`src/rtl/aud_fifo_pkg.sv`:
```
package aud_fifo_pkg;

    typedef enum logic [2:0] {
        SEL_ID     = 3'd0,
        SEL_CSR    = 3'd1,
        SEL_IRQ    = 3'd2,
        SEL_STATUS = 3'd3,
        SEL_DATA   = 3'd4,
        SEL_CMD    = 3'd5
    } reg_sel_e;

    // control/status bit positions
    localparam int CSR_IE   = 7;
    localparam int CSR_PEND = 6;
    localparam int CSR_WIDE = 3;
    localparam int CSR_CMD  = 2;
    localparam int CSR_DATA = 0;
    localparam logic [7:0] CSR_WMASK = 8'h8D;

    // event bit positions
    localparam int EV_OUT_EMPTY = 3;
    localparam int EV_CTL_EMPTY = 2;
    localparam int EV_OUT_HALF  = 1;
    localparam int EV_IN_HALF   = 0;

    typedef struct packed {
        logic full;
        logic empty;
    } fifo_flags_t;

    function automatic logic [7:0] pack_status(fifo_flags_t c, fifo_flags_t o, fifo_flags_t i);
        return {2'b00, c.full, c.empty, o.full, o.empty, i.full, i.empty};
    endfunction

endpackage

```
`src/rtl/aud_fifo_buf.sv`:
```
module aud_fifo_buf
    import aud_fifo_pkg::*;
#(
    parameter int DEPTH = 128,
    parameter int W     = 8
) (
    input  logic                         clk,
    input  logic                         rst,
    input  logic                         clr,
    input  logic                         push,
    input  logic [W-1:0]                 wdata,
    input  logic                         pop,
    output logic [W-1:0]                 rdata,
    output logic [$clog2(DEPTH+1)-1:0]   count,
    output fifo_flags_t                  flags
);
    localparam int AW = (DEPTH > 1) ? $clog2(DEPTH) : 1;
    localparam int CW = $clog2(DEPTH+1);

    logic [W-1:0]  mem [DEPTH];
    logic [AW-1:0] wr_ptr, rd_ptr;
    logic          do_push, do_pop;

    assign flags.full  = (count == CW'(DEPTH));
    assign flags.empty = (count == '0);
    assign do_push = push && !flags.full;
    assign do_pop  = pop && !flags.empty;
    assign rdata   = mem[rd_ptr];

    function automatic logic [AW-1:0] bump(logic [AW-1:0] p);
        return (p == AW'(DEPTH-1)) ? '0 : p + 1'b1;
    endfunction

    always_ff @(posedge clk) begin
        if (rst || clr) begin
            wr_ptr <= '0;
            rd_ptr <= '0;
            count  <= '0;
        end else begin
            if (do_push) wr_ptr <= bump(wr_ptr);
            if (do_pop)  rd_ptr <= bump(rd_ptr);
            case ({do_push, do_pop})
                2'b10:   count <= count + 1'b1;
                2'b01:   count <= count - 1'b1;
                default: count <= count;
            endcase
        end
    end

    always_ff @(posedge clk) begin
        if (do_push) mem[wr_ptr] <= wdata;
    end

endmodule

```
`src/rtl/aud_irq_eval.sv`:
```
module aud_irq_eval
    import aud_fifo_pkg::*;
#(
    parameter int DEPTH = 128
) (
    input  logic [$clog2(DEPTH+1)-1:0] out_count,
    input  logic [$clog2(DEPTH+1)-1:0] in_count,
    input  logic                       ctl_empty,
    input  logic [3:0]                 enables,
    input  logic                       glob_en,
    output logic [3:0]                 events,
    output logic                       pending,
    output logic                       irq
);
    localparam int CW = $clog2(DEPTH+1);
    localparam logic [CW-1:0] HALF = CW'(DEPTH/2);

    always_comb begin
        events               = '0;
        events[EV_OUT_EMPTY] = (out_count == '0);
        events[EV_CTL_EMPTY] = ctl_empty;
        events[EV_OUT_HALF]  = (out_count <= HALF);
        events[EV_IN_HALF]   = (in_count >= HALF);
    end

    assign pending = |(events & enables);
    assign irq     = pending && glob_en;

endmodule

```
`src/rtl/aud_fifo_hub.sv`:
```
module aud_fifo_hub
    import aud_fifo_pkg::*;
#(
    parameter int         DATA_DEPTH = 128,
    parameter int         CTL_DEPTH  = 16,
    parameter logic [7:0] ID_VALUE   = 8'hA5
) (
    input  logic       clk,
    input  logic       rst,
    input  logic [2:0] reg_addr,
    input  logic       reg_wr,
    input  logic       reg_rd,
    input  logic [7:0] reg_wdata,
    output logic [7:0] reg_rdata,
    input  logic       cdc_in_push,
    input  logic [7:0] cdc_in_data,
    output logic       cdc_in_ready,
    input  logic       cdc_out_pop,
    output logic [7:0] cdc_out_data,
    output logic       cdc_out_avail,
    input  logic       cdc_cmd_pop,
    output logic [7:0] cdc_cmd_data,
    output logic       cdc_cmd_avail,
    output logic       wide_mode,
    output logic       irq
);
    localparam int DCW = $clog2(DATA_DEPTH+1);
    localparam int CCW = $clog2(CTL_DEPTH+1);

    logic [7:0]     csr_q;
    logic [3:0]     ir_en;
    logic [3:0]     ev;
    logic           pending;
    logic           soft_rst;
    logic [DCW-1:0] out_count, in_count;
    logic [CCW-1:0] ctl_count;
    fifo_flags_t    out_fl, in_fl, ctl_fl;
    logic [7:0]     in_head;
    logic           wr_data, wr_cmd, rd_data;

    assign soft_rst = reg_wr && (reg_addr == SEL_ID);
    assign wr_data  = reg_wr && (reg_addr == SEL_DATA);
    assign wr_cmd   = reg_wr && (reg_addr == SEL_CMD);
    assign rd_data  = reg_rd && (reg_addr == SEL_DATA);

    always_ff @(posedge clk) begin
        if (rst) begin
            csr_q <= '0;
            ir_en <= '0;
        end else begin
            if (soft_rst)
                csr_q <= '0;
            else if (reg_wr && reg_addr == SEL_CSR)
                csr_q <= reg_wdata & CSR_WMASK;
            if (reg_wr && reg_addr == SEL_IRQ)
                ir_en <= reg_wdata[7:4];
        end
    end

    aud_fifo_buf #(.DEPTH(DATA_DEPTH), .W(8)) u_out_fifo (
        .clk(clk), .rst(rst), .clr(soft_rst),
        .push(wr_data), .wdata(reg_wdata),
        .pop(cdc_out_pop && csr_q[CSR_DATA]), .rdata(cdc_out_data),
        .count(out_count), .flags(out_fl)
    );

    aud_fifo_buf #(.DEPTH(DATA_DEPTH), .W(8)) u_in_fifo (
        .clk(clk), .rst(rst), .clr(soft_rst),
        .push(cdc_in_push && csr_q[CSR_DATA]), .wdata(cdc_in_data),
        .pop(rd_data), .rdata(in_head),
        .count(in_count), .flags(in_fl)
    );

    aud_fifo_buf #(.DEPTH(CTL_DEPTH), .W(8)) u_ctl_fifo (
        .clk(clk), .rst(rst), .clr(soft_rst),
        .push(wr_cmd), .wdata(reg_wdata),
        .pop(cdc_cmd_pop && csr_q[CSR_CMD]), .rdata(cdc_cmd_data),
        .count(ctl_count), .flags(ctl_fl)
    );

    aud_irq_eval #(.DEPTH(DATA_DEPTH)) u_irq_eval (
        .out_count(out_count), .in_count(in_count), .ctl_empty(ctl_fl.empty),
        .enables(ir_en), .glob_en(csr_q[CSR_IE]),
        .events(ev), .pending(pending), .irq(irq)
    );

    assign cdc_in_ready  = csr_q[CSR_DATA] && !in_fl.full;
    assign cdc_out_avail = csr_q[CSR_DATA] && !out_fl.empty;
    assign cdc_cmd_avail = csr_q[CSR_CMD] && !ctl_fl.empty;
    assign wide_mode     = csr_q[CSR_WIDE];

    always_comb begin
        case (reg_addr)
            SEL_ID:     reg_rdata = ID_VALUE;
            SEL_CSR:    reg_rdata = csr_q | (8'(pending) << CSR_PEND);
            SEL_IRQ:    reg_rdata = {ir_en, ev};
            SEL_STATUS: reg_rdata = pack_status(ctl_fl, out_fl, in_fl);
            SEL_DATA:   reg_rdata = in_head;
            default:    reg_rdata = '0;
        endcase
    end

endmodule

```
`config.mk`:
```
export PLATFORM = sky130hd
export DESIGN_NAME = aud_fifo_hub
export DESIGN_NICKNAME = d
export VERILOG_FILES = /design/src/rtl/aud_fifo_pkg.sv /design/src/rtl/aud_fifo_buf.sv /design/src/rtl/aud_irq_eval.sv /design/src/rtl/aud_fifo_hub.sv
export SDC_FILE = /design/constraint.sdc
export NUM_CORES = 2
export LEC_CHECK = 0
export ABC_AREA = 1
export BUFFER_PORTS_ARGS = -buffer_cell sky130_fd_sc_hd__buf_2
export CAP_MARGIN = 20
export CORE_MARGIN = 5
export CORE_UTILIZATION = 58
export CTS_CLUSTER_DIAMETER = 60
export DETAILED_ROUTE_END_ITERATION = 7
export PLACE_DENSITY_LB_ADDON = 0.15
export REMOVE_ABC_BUFFERS = 1
export SLEW_MARGIN = 30
export SYNTH_ARGS = -nofsm -noshare
export SYNTH_HDL_FRONTEND = slang
export SYNTH_HIERARCHICAL = 1
export SYNTH_SLANG_ARGS = --single-unit
```
`constraint.sdc`:
```
create_clock -name clk -period 5.45 [get_ports clk]
set_clock_uncertainty 0.15 [all_clocks]
set_input_delay 1.09 -clock clk [delete_from_list [all_inputs] [get_ports clk]]
set_output_delay 1.09 -clock clk [all_outputs]
set_load 0.02 [all_outputs]
```
# ---- Word level (Yosys, flattened, before mapping)
# Memories as Yosys holds them, arrays and structs flattened. A register that Yosys moved wholly into a read port is not among the register bits.
# Cells that the tools add are included.
dict set report word_totals {
  mem_bits_rw 2176
  n_memories 3
  output_inout_bits 29
  wordCells 107
  reg_bits 65
  in_bits 26
}
# memory depth width rd rd_clocked_by_memory_dff write_ports line_no
set memory_table {}
lappend memory_table {u_in_fifo.mem 128 8 1 1 1 aud_fifo_buf.sv:20} ;# logic [W-1:0] mem [DEPTH];
lappend memory_table {u_out_fifo.mem 128 8 1 1 1 aud_fifo_buf.sv:20}
lappend memory_table {u_ctl_fifo.mem 16 8 1 1 1 aud_fifo_buf.sv:20}
dict set report op_classes {
  reduce_logical 35
  n_eq_ne 20
  n_mux 22
  n_lt_le_gt_ge 2
  add_sub_neg 12
  bitwise_logic 2
}
# op count
set op_table {}
lappend op_table {{7-bit 2-to-1 mux} 8}
lappend op_table {{8-bit case mux with 5 select lines} 1}
lappend op_table {{8-bit case mux with 2 select lines} 2}
lappend op_table {{7-bit by 1-bit adder with 7-bit output, second input constant} 4}
lappend op_table {{7-bit == test, second input constant} 4}
lappend op_table {{1-bit logical AND} 19}
lappend op_table {{8-bit by 1-bit adder with 8-bit output, second input constant} 2}
lappend op_table {{8-bit == test, second input constant} 2}
lappend op_table {{8-bit zero test} 2}
lappend op_table {{4-bit 2-to-1 mux} 4}
lappend op_table {{8-bit by 1-bit subtractor with 8-bit output, second input constant} 2}
lappend op_table {{5-bit case mux with 2 select lines} 1}
lappend op_table {{4-bit by 1-bit adder with 4-bit output, second input constant} 2}
lappend op_table {{4-bit == test, second input constant} 2}
lappend op_table {{8-bit by 7-bit >= comparator with 1-bit output, second input constant} 1}
lappend op_table {{8-bit by 7-bit <= comparator with 1-bit output, second input constant} 1}
lappend op_table {{8-bit by 7-bit bitwise OR with 8-bit output} 1}
lappend op_table {{2-bit by 1-bit == test with 1-bit output, second input constant} 3}
lappend op_table {{2-bit == test, second input constant} 3}
lappend op_table {{3-bit by 2-bit == test with 1-bit output, second input constant} 2}
lappend op_table {{3-bit == test, second input constant} 2}
lappend op_table {{1-bit zero test} 6}
lappend op_table {{1-bit 2-to-1 mux} 6}
lappend op_table {{2-bit nonzero test} 3}
lappend op_table {{other kinds (10)} 10}

# ---- Depth between registers and ports, before layout
dict set report logic_depth {
  ltp_word 5
  mapped_depth 21
  mapped_depth_nobuf 19
}

# ---- Cells and area by module
# Netlist, hierarchy kept.
# module n_inst seq_area_each_um2 cells_each area_per_inst_um2
set modules_own_cells {}
lappend modules_own_cells {{aud_fifo_buf (u_in_fifo)} 1 31330.0 3756 43700.7}
lappend modules_own_cells {{aud_fifo_buf (u_out_fifo)} 1 31330.0 3758 43619.3}
lappend modules_own_cells {{aud_fifo_buf (u_ctl_fifo)} 1 4184.0 550 6223.5}
lappend modules_own_cells {aud_fifo_hub 1 160.2 117 670.6}
lappend modules_own_cells {aud_irq_eval 1 0.0 22 123.9}

# ---- Worst setup path after synthesis
# No wires, ideal clock.
dict set report synth_timing {
  path_kind {in2reg}
  start {input reg_addr[0]}
  end {register u_out_fifo.count[6]}
  setup_slack_ns 2.101
  required_ns 5.191
  n_path_buf 2
  arrival_ns 3.089
  stages 20
  path_cell_list {nor2_1 > nand2_1 > nor2_1 > nand2_2 > buf_2 > ha_1 > buf_4 > inv_2 > nand2_1 > nand2_1 > inv_1 > ha_1 > a21oi_1 > o21bai_1 > nand2_1 > nand2_1 > nand2_1 > nand3_1 > nand2_1 > inv_1}
}
dict set report synth_between {
  elab_chain_cells 5
  word_cells_on_any_way 10
}
# element line_no
set synth_lines {}
lappend synth_lines {{start, declared} aud_fifo_hub.sv:10} ;# input logic [2:0] reg_addr,
lappend synth_lines {{3-bit == test (*)} aud_fifo_hub.sv:42} ;# assign wr_data = reg_wr && (reg_addr == SEL_DATA);
lappend synth_lines {{1-bit logical AND (*)} aud_fifo_hub.sv:42}
lappend synth_lines {{named net wr_data} aud_fifo_hub.sv:39} ;# logic wr_data, wr_cmd, rd_data;
lappend synth_lines {{1-bit logical AND (*)} aud_fifo_buf.sv:26} ;# assign do_push = push && !flags.full;
lappend synth_lines {{2-bit by 1-bit == test with 1-bit output / 2-bit == test (equally long branches)} aud_fifo_buf.sv:42} ;# case ({do_push, do_pop})
lappend synth_lines {{8-bit case mux with 2 select lines / 2-bit nonzero test (equally long branches)} -}
lappend synth_lines {{end signal, assigned} aud_fifo_buf.sv:43} ;# 2'b10: count <= count + 1'b1;
lappend synth_lines {{end signal, assigned} aud_fifo_buf.sv:44} ;# 2'b01: count <= count - 1'b1;
lappend synth_lines {{end signal, assigned} aud_fifo_buf.sv:45} ;# default: count <= count;
lappend synth_lines {{end, declared} aud_fifo_buf.sv:14} ;# output logic [$clog2(DEPTH+1)-1:0] count,
# The timed path passes the listed nets; every way through them passes the cells marked *.
# A chain may end at the register's enable or synchronous reset.

==> out/metrics.yaml <==
global_route:
  antenna_found_initial: 0
  track_usage_pct: 27.1
  grt_pass1_wl_um: 355000
  grt.overflow.total: 0
  grt_max_degree: 221
  grt_pass1_vias: 58280
placed_design:
  placed_area_mm2: 0.0953
  hpwl_um: 133000
  port-buffer-count: 54
  place_congestion: 0.898
final_layout:
  drive_above_1_share_pct: 6.98
  n_antenna_cell: 0
  layout_common_cells: "2,623 x nand2_1, 2,176 x edfxtp_1, 1,950 x nand3_1, 342 x nor2_1, 224 x clkbuf_16"
  design_area_mm2: 0.102
  utilization_pct: 63.1
  layout.nets: 8138
  fill_cells: 12523
  layout_commonest_cell: "nand2_1"
  syn2layout_area_growth_pct: 8.51
  regArea_mm2: 0.0670
  multi_input_area_mm2: 0.0233
clock_network:
  cts.sinks: 2259
  clk_pin_slew_worst_paths_ns: 0.06
  post_cts_buffers: 0
  cts_resized: 0
  cts_tree: "done"
  cts-root-buf: "clkbuf_16"
  clockBufferDepth: 3
  h-tree-depth: 4
  numCtsBuffers: 222
  clk_latency_ns: 0.82
  cts_hold_buf: 0
logic_synthesis:
  synth_cells: 8203
  synth_area_mm2: 0.0943
  syn_area_per_cell_um2: 11.5
  ys_warn_count: 6
  synthFlopType: "edfxtp_1"
  yosysUniqueCellTypes: 44
  async_flop_share_pct: 0
  seq_area_frac_synth_pct: 71.0
  ys_ff_latch: 2259
  synth_edf_count: 2176
timing:
  rsz0062_at_grt: "no"
  finalHoldViolCount: 0
  fin_setup_tns_ns: 0
  relSlewSlack_pct: 31.9
  finalSetupViolations: 0
  finalCriticalPeriod_ns: 5.26
  slew_viol_final: 0
  worst_pin_slew_ns: 1.02
  max_freq_ghz: 0.190
  fin_crit_sh_pct: 96.5
  whs_ns: 0.354
min_path:
  hold_path_depth: 2
  hp-class: "register to register"
route:
  wl_met3_um: 17500
  met1Wirelength_um: 93200
  routed_wl_um: 234000
  drt_first_iter_violations: 7114
  first_pass_iters: 6
  ant_nets: 0
  num_vias: 61541
  via_per_inst: 5.88
  wl_met2_um: 113000
  drcViolationCount: 0
  top_layer: "met4"
  wl_per_cell_um: 22.3
floorplan:
  die_h_um: 413
  initial_core_util_pct: 58.2
  coreArea_mm2: 0.162
  ios: 55
  rows: 148
  die_area_mm2: 0.171
  die_x_um: 413
critical_path:
  r2r-start: "u_out_fifo/count[0]"
  arrival_ns: 4.02
  r2r_slack_ns: 1.91
  cp_max_fo: 201
  reg2regPathDepth: 17
  cp-endpoint: "cdc_out_data[5]"
  critical_path_class: "register to output pin"
  rr_endpoint: "u_out_fifo/count[6]"
  startpoint_type: "register"
  required_ns: 4.21
  cp-end-kind: "output pin"
flow_run:
  cap_violations: 0
power_and_ir_drop:
  power_mw: 34.6
  p_leak_nw: 35.9
  powerDensity_mw_per_mm2: 338
  vdd_ir_drop_max_mv: 0.351
run_status:
  outcome: "finished clean"
kinds of logic after synthesis:
kind of cell | after synthesis | share of synthesized area, %
simple gates | 4986 | 22.8
buf+inv | 706 | 4.33
compound gates | 200 | 1.25
xor+xnor | 34 | 0.316
flops | 2259 | 71.0
fa+ha+maj | 18 | 0.239
cells in the mapped netlist (2+ instances only):
cell | n | area, um2
inv_1 | 176 | 661
buf_1 | 46 | 173
nor3_1 | 13 | 65.1
o21ai_0 | 60 | 300
a21oi_1 | 89 | 445
nand3_4 | 3 | 52.6
nor2_1 | 343 | 1290
nor2_4 | 2 | 22.5
a211oi_1 | 2 | 15.0
xnor2_1 | 14 | 123
nand3_1 | 1950 | 9760
nor4_1 | 2 | 12.5
nand2_1 | 2623 | 9850
nand4_4 | 8 | 170
inv_2 | 25 | 93.8
nand3b_1 | 4 | 30.0
o21bai_1 | 3 | 22.5
nor2_2 | 9 | 56.3
a21oi_2 | 3 | 26.3
ha_1 | 18 | 225
xor2_1 | 20 | 175
buf_4 | 36 | 270
o211ai_2 | 10 | 125
o21ai_1 | 6 | 30.0
o211ai_1 | 26 | 195
nor4_2 | 2 | 25.0
dfxtp_1 | 83 | 1660
buf_8 | 3 | 45.0
or2_0 | 2 | 12.5
nand2_2 | 4 | 25.0
buf_6 | 126 | 1420
edfxtp_1 | 2176 | 65300
nand4_2 | 7 | 87.6
nand2b_1 | 2 | 12.5
buf_2 | 246 | 1230
nand4_1 | 10 | 62.6
clkbuf_1 | 44 | 165
flip-flops by register name (all words and copies together), names as in the netlist, named ones only:
signal / count
csr_q: 4
ir_en: 4
u_ctl_fifo/wr_ptr: 4
u_in_fifo/mem: 1024
u_out_fifo/wr_ptr: 7
u_in_fifo/count: 8
u_out_fifo/rd_ptr: 7
u_ctl_fifo/count: 5
u_in_fifo/rd_ptr: 7
u_out_fifo/mem: 1024
u_in_fifo/wr_ptr: 7
u_ctl_fifo/mem: 128
u_out_fifo/count: 8
u_ctl_fifo/rd_ptr: 4
final cells by class:
type                    count  share of cell area (%)
clock inverters           134                    1.10
clock buffers             282                    5.75
repair buffers            168                    1.47
multi-input cells        5238                    22.7
flip-flops and latches   2259                    65.5
inverters                 205                   0.808
well taps                2175                    2.66
worst min path at each step:
stage                              start        to
floorplan                       ir_en[1]  ir_en[1]
global placement    u_out_fifo/rd_ptr[0]  register
detailed placement  u_out_fifo/rd_ptr[0]  register
CTS                                  rst  ir_en[1]
global route        u_out_fifo/rd_ptr[0]  register
finish              u_out_fifo/rd_ptr[0]  register
metal layers:
layer / vias to the layer above / GRT usage [%]
met4: 0 / 10.8
met2: 2720 / 44.5
met5: - / 0
li1: 28519 / -
met1: 29801 / 37.4
met3: 501 / 3.52
where the power goes:
group	internal (mW)	switching (mW)
Sequential	19.0	0.0185
Combinational	0.188	0.732
Clock	8.33	6.34
Total	27.6	7.09
stage by stage:
step	setup slack, ns	cells
floorplan	-11.42	7702
global placement	1.19	10043
detailed placement	1.21	10043
CTS	0.306	10459
global route	0.0788	10461
finish	0.189	10461
critical path, stage by stage, from the launching register on:
cell and delay [ns]:
dfxtp_4 0.74, inv_16 0.32, buf_4 0.47, nand2_1 0.10
nand3_1 0.07, nand3_1 0.11, nand3_1 0.15, nand2_1 0.26
nand2_1 0.08, nand3_1 0.11, nand2_1 0.08, nand2_1 0.06
nand2_1 0.12, buf_2 0.19
Note: power is estimated with default switching activity, not from simulation.
